[src/rtl/flash_wbuf.sv]
module flash_wbuf #(
  parameter int ADDR_W      = 8,
  parameter int PROG_CYCLES = 16
) (
  input  logic              clk,
  input  logic              rst_n,
  input  logic              bus_we,
  input  logic [1:0]        bus_sel,
  input  logic [7:0]        bus_wdata,
  input  logic              tbl_wr,
  input  logic [ADDR_W-1:0] rd_addr,
  output logic [7:0]        rd_data,
  output logic              stall,
  output logic              wr_err
);
  localparam int DEPTH = 1 << ADDR_W;
  localparam int TW    = $clog2(PROG_CYCLES + 1);
  localparam logic [1:0] SEL_LATCH = 2'd0;
  localparam logic [1:0] SEL_PTR   = 2'd1;
  localparam logic [1:0] SEL_CTRL  = 2'd2;
  localparam logic [1:0] SEL_KEY   = 2'd3;

  typedef enum logic [1:0] {K_IDLE, K_FIRST, K_ARMED} key_t;

  key_t              key;
  logic [7:0]        latch;
  logic [ADDR_W-1:0] ptr;
  logic              post_inc;
  logic              busy;
  logic [TW-1:0]     tmr;
  logic [ADDR_W-4:0] blk;
  logic [7:0]        hold [8];
  logic [7:0]        mem  [DEPTH];

  wire bus_ok  = bus_we && !busy;
  wire tw_ok   = tbl_wr && !bus_we && !busy;
  wire ctrl_wr = bus_ok && bus_sel == SEL_CTRL;
  wire wr_req  = ctrl_wr && bus_wdata[1];
  wire cfg_ok  = bus_wdata[7] && !bus_wdata[6] && bus_wdata[2];
  wire start   = wr_req && cfg_ok && key == K_ARMED;
  wire done    = busy && tmr == '0;
  wire key55   = bus_ok && bus_sel == SEL_KEY && bus_wdata == 8'h55;
  wire keyAA   = bus_ok && bus_sel == SEL_KEY && bus_wdata == 8'hAA;

  assign stall   = busy;
  assign rd_data = mem[rd_addr];

  always_ff @(posedge clk or negedge rst_n) begin
    if (!rst_n) begin
      key      <= K_IDLE;
      latch    <= '0;
      ptr      <= '0;
      post_inc <= 1'b0;
      wr_err   <= 1'b0;
    end else begin
      if (bus_ok || tw_ok) begin
        if (key55)                     key <= K_FIRST;
        else if (keyAA && key == K_FIRST) key <= K_ARMED;
        else                           key <= K_IDLE;
      end
      if (bus_ok && bus_sel == SEL_LATCH) latch <= bus_wdata;
      if (bus_ok && bus_sel == SEL_PTR)   ptr <= bus_wdata[ADDR_W-1:0];
      else if (tw_ok && post_inc)         ptr <= ptr + 1'b1;
      if (ctrl_wr) post_inc <= bus_wdata[0];
      if (wr_req && !bus_wdata[2]) wr_err <= 1'b1;
    end
  end

  always_ff @(posedge clk or negedge rst_n) begin
    if (!rst_n) begin
      busy <= 1'b0;
      tmr  <= '0;
      blk  <= '0;
    end else if (start) begin
      busy <= 1'b1;
      tmr  <= TW'(PROG_CYCLES - 1);
      blk  <= ptr[ADDR_W-1:3];
    end else if (done) begin
      busy <= 1'b0;
    end else if (busy) begin
      tmr  <= tmr - 1'b1;
    end
  end

  always_ff @(posedge clk or negedge rst_n) begin
    if (!rst_n) begin
      for (int i = 0; i < 8; i++) hold[i] <= '0;
    end else if (done) begin
      for (int i = 0; i < 8; i++) hold[i] <= '0;
    end else if (tw_ok) begin
      hold[ptr[2:0]] <= latch;
    end
  end

  always_ff @(posedge clk or negedge rst_n) begin
    if (!rst_n) begin
      for (int i = 0; i < DEPTH; i++) mem[i] <= 8'hFF;
    end else if (done) begin
      for (int i = 0; i < 8; i++) mem[{blk, 3'(i)}] <= hold[i];
    end
  end
endmodule

[config.mk]
export PLATFORM = sky130hd
export DESIGN_NAME = flash_wbuf
export DESIGN_NICKNAME = d
export VERILOG_FILES = /design/src/rtl/flash_wbuf.sv
export SDC_FILE = /design/constraint.sdc
export NUM_CORES = 2
export LEC_CHECK = 0
export CAP_MARGIN = 40
export CORE_MARGIN = 1
export CORE_UTILIZATION = 58
export CTS_CLUSTER_DIAMETER = 50
export DETAILED_ROUTE_END_ITERATION = 16
export PLACE_DENSITY_LB_ADDON = 0.08
export SYNTH_ARGS = -nofsm -noshare
export SYNTH_HDL_FRONTEND = slang
export SYNTH_SLANG_ARGS = --single-unit
[constraint.sdc]
create_clock -name clk -period 4.7 [get_ports clk]
set_clock_uncertainty 0.1 [all_clocks]
set_input_delay 0.94 -clock clk [delete_from_list [all_inputs] [get_ports clk]]
set_output_delay 0.94 -clock clk [all_outputs]
set_load 0.05 [all_outputs]
Word-level counts from Yosys, hierarchy flattened. Cells that the tools add are included.

Latch bits: 0. Output and inout bits: 10. Memory bits (writable): 0. Memory bits (read-only): 0. Register bits after elaboration: 2143. Logic and storage cells: 391. Memories kept: 0.

Add/sub/neg operators: 2. Reductions and logical operators: 39. Shift-type cells: 0. Magnitude comparators: 19. Mux-type cells: 41. Multiply operators: 0. Bitwise logic cells: 10. Div/mod/pow operators: 0. Eq/ne operators: 8.

Operators by type and width (number): 2048-bit bitwise mux (8); 8-bit demux with 8-bit select (8); 64-bit 2-to-1 mux (2); 8-bit 2-to-1 mux (13); 9-bit >= comparator, second input constant (9); 8-bit inverter with 9-bit output (9); 9-bit by 1-bit less-than comparator with 1-bit output, second input constant (8); 8-bit binary-select mux with 8-bit select (1); 64-bit bitwise mux (1); 1-bit logical AND (27); 8-bit demux with 3-bit select (1); 5-bit 2-to-1 mux (3); 8-bit by 1-bit adder with 8-bit output, second input constant (1); 8-bit by 7-bit equality test with 1-bit output, second input constant (1); 8-bit equality test, second input constant (1); 2-bit nonzero test (4); 2-bit equality test, second input constant (3); 5-bit zero test (1); 5-bit by 1-bit subtractor with 5-bit output, second input constant (1); 2-bit by 1-bit equality test with 1-bit output, second input constant (2); 4-bit >= comparator, second input constant (1); 1-bit zero test (4); 4-bit by 1-bit less-than comparator with 1-bit output, second input constant (1); 2-bit 2-to-1 mux (2); other kinds (6) (7).

Depth between registers and ports, before layout.
Word-level depth: 13. Mapped depth: 11. Depth with buffers taken out: 8.

Least setup slack after synthesis. No wires, ideal clock.

Path type: input -> output. From: input rd_addr[3]. To: output rd_data[4]. Setup slack: -0.079 ns. Cell stages on the path: 9. Buffers on the path: 4. Arrival: 3.739 ns. Path through: buf_2 -> buf_2 -> nor2_1 -> buf_2 -> buf_1 -> a22oi_1 -> a21oi_1 -> nor4_1 -> nor4_1.

Cells in the longest elaborated chain, start to end: 4.

Ends and longest elaborated chain: start, declared (line 11) `input logic [ADDR_W-1:0] rd_addr,`; 8-bit inverter with 9-bit output (implied by the code) (line 46) `assign rd_data = mem[rd_addr];`; 8-bit binary-select mux with 8-bit select (line 46); 8-bit 2-to-1 mux (implied by the code) (2 in series) (line 46); end, declared (line 12) `output logic [7:0] rd_data,`.

No other way between the ends. The select of a mux whose other input is x is not followed.

Worst setup path in the final report.
From: input rd_addr[6]. To: output rd_data[3].

Same word-level chain as after synthesis.

==> results.json <==
{
  "grt_usage": 0.306,
  "rr_worst_depth": 10,
  "layout_commonest_cell": "mux2_2",
  "arrival_ps": 3630,
  "slew_headroom": 0.281,
  "yosysTopAreaCell": "dfstp_2",
  "grt_remaining_overflow": 0,
  "areaGrowthSynthToFinish_pct": 12.5,
  "clock_latency_ps": 870,
  "clkTransAtPathRegs_ps": 60,
  "rows": 151,
  "tritoncts": "built",
  "clock_sinks": 2143,
  "place_inst": 8210,
  "syn_area_um2": 99600,
  "clock.fmax_ghz": 0.214,
  "ir_drop_mv": 0.423,
  "die_w_um": 416,
  "drive_above_1_share": 0.844,
  "grt_pass1_wl_um": 395000,
  "rrSetupSlack_ps": 1470,
  "cts_buffers": 229,
  "final_cell_mix": "2058 x mux2_2, 2048 x dfstp_2, 450 x mux4_2, 253 x buf_4, 232 x clkbuf_16",
  "cellLeakagePower_nw": 46.2,
  "antenna_found_initial": 4,
  "layout.cells.non_filler": 8648,
  "setup_violations": 0,
  "power_density_nw_per_um2": 389,
  "grt_pass1_vias": 59902,
  "synth_top_area_frac": 0.540,
  "required_ps": 3660,
  "tightest_slew_ps": 1080,
  "multi_input_area_um2": 40500,
  "drtIter0Drc": 3759,
  "avgSynthCellArea_um2": 16.0,
  "synth_seq_cells": 2143,
  "wire_per_inst_um": 30.0,
  "synth-edff-count": 0,
  "hold_class": "primary input to asynchronous set/reset pin",
  "critical_path_class": "primary input to output port",
  "rsz0062_at_grt": "yes",
  "ff_latch_area_um2": 56200,
  "dr.pass1.iters": 5,
  "cap_violations": 0,
  "synthTopCellsByArea": "dfstp_2 54%, mux2_2 23%, mux4_2 10%",
  "grt_max_degree": 192,
  "yosysWarnings": 0,
  "power.total_mw": 43.5,
  "start_kind": "primary input",
  "wirelength_um": 260000,
  "cts-htree-levels": 4,
  "finalNetCount": 6246,
  "syn_inst": 6219,
  "die_h_um": 416,
  "synthArstFlopShare": 1.00,
  "fp.coreArea_um2": 170000,
  "finalHoldViolCount": 0,
  "syn-num-nets": 6243,
  "hpwl_um": 157000,
  "slew_viol_final": 0,
  "vias": 55894,
  "cts_root_buffer": "clkbuf_16",
  "die-area_um2": 173000,
  "fillerInstances": 11800,
  "ys_types": 63,
  "viasPerCell": 6.46,
  "ys_seq_area_frac": 0.564,
  "min_period_ps": 4670,
  "gp_congestion": 0.841,
  "io_pins": 32,
  "io_buffers": 31,
  "run_status": "finished clean",
  "crit_start": "rd_addr[6]",
  "drc": 0,
  "initial_core_util": 0.586,
  "fin_crit_sh": 0.993,
  "hold_ws_ps": 279,
  "dp_slack_ps": -379,
  "ant_nets": 0,
  "critPathMaxFanout": 10,
  "end_kind": "output port",
  "reg2reg_from": "tmr[0]",
  "cts_buffer_depth": 3,
  "yosys_most_used_dff": "dfstp_2",
  "setup_ws_ps": 31.9
}
## cell type report
cell class,count,share of cell area
Sequential cell,2143,0.502
Multi-Input combinational cell,3454,0.361
Clock buffer,342,0.0610
Timing Repair Buffer,389,0.0397
Tap cell,2218,0.0248
Clock inverter,93,0.0109
Inverter,5,0.000168
Antenna cell,4,0.0000894
## registers in the layout, summed over array words and instances (netlist names)
name / count
blk: 5
hold: 64
key: 2
latch: 8
mem: 2048
post_inc: 1
ptr: 8
stall: 1
tmr: 5
wr_err: 1
## power by group
group | switching [mW] | internal [mW] | leakage, nW
combinational | 3.41 | 1.05 | 20.0
sequential | 1.33 | 18.8 | 22.3
clock | 7.68 | 11.2 | 3.95
total | 12.4 | 31.1 | 46.2
## repair_timing
item / 4_1_cts / 5_1_grt
gates resized for setup: 16 / 8
cloned: 0 / 0
buffers inserted: 0 / 0
pin swaps: 3 / 0
hold buffers: 0 / 0
setup endpoints to repair: 5 / 6
## kinds of logic after synthesis
logic type / share of synthesized area
DFF: 0.564
adders and majority gates: 0.000251
muxes: 0.354
buffers and inverters: 0.0336
xor gates and xnor gates: 0.000352
AOI/OAI and AO/OA: 0.0314
and+or+nand+nor: 0.0159
## worst max-delay path: stages
cell	delay, ps
clkdlybuf4s50_1	450
buf_12	170
or2_2	510
buf_4	270
a211oi_1	240
a31oi_1	240
nor4_1	340
buf_4	190
nor4_4	60
buf_12	180
## layer usage
layer | track usage | wire (um) | share of wire
met1 | 0.441 | 117000 | 0.45
met2 | 0.481 | 123000 | 0.47
met3 | 0.0484 | 12200 | 0.047
met4 | 0.0933 | 7860 | 0.030
met5 | 0 | 0 | 0
## Yosys cell counts (3+ instances only)
cell / n
mux2i_1: 173
and3_1: 4
o22ai_1: 19
o221ai_1: 27
mux2_2: 2058
a21o_1: 7
nand2b_1: 10
buf_4: 42
nand3b_1: 3
nor2b_1: 17
nor3_4: 3
buf_2: 214
o21bai_1: 14
nor4bb_1: 7
inv_1: 4
nand3_1: 11
nand2_2: 24
dfrtp_1: 95
clkbuf_1: 268
o21ai_0: 28
a21oi_1: 102
a22oi_1: 188
buf_1: 17
or2_2: 4
nor4_1: 38
a22o_1: 12
a31oi_1: 17
nand4_1: 3
mux2_1: 19
nor3b_1: 10
and3b_1: 3
and2_1: 3
a211oi_1: 24
mux4_2: 450
buf_8: 5
nor2_1: 87
a221o_1: 4
nand2_1: 55
buf_6: 71
xnor2_1: 3
dfstp_2: 2048
## path summary, 6_finish.rpt
path / end
min in group clk: wr_err
hold reg to reg: wr_err
hold / removal: mem[246]
setup / recovery: rd_data[3]
setup reg to reg: mem[944]
max in group asynchronous: mem[1997]
## stage by stage
step | cell area [um^2] | setup TNS, ps | util
after floorplan | 99600 | 0 | -
final | 112000 | 0 | 0.659
after global placement | 104000 | -872 | 0.610
after CTS | 112000 | 0 | 0.659
after global routing | 112000 | -5.17 | 0.659
after detailed placement | 104000 | -824 | 0.611
Power figures use the tool's default switching activity.
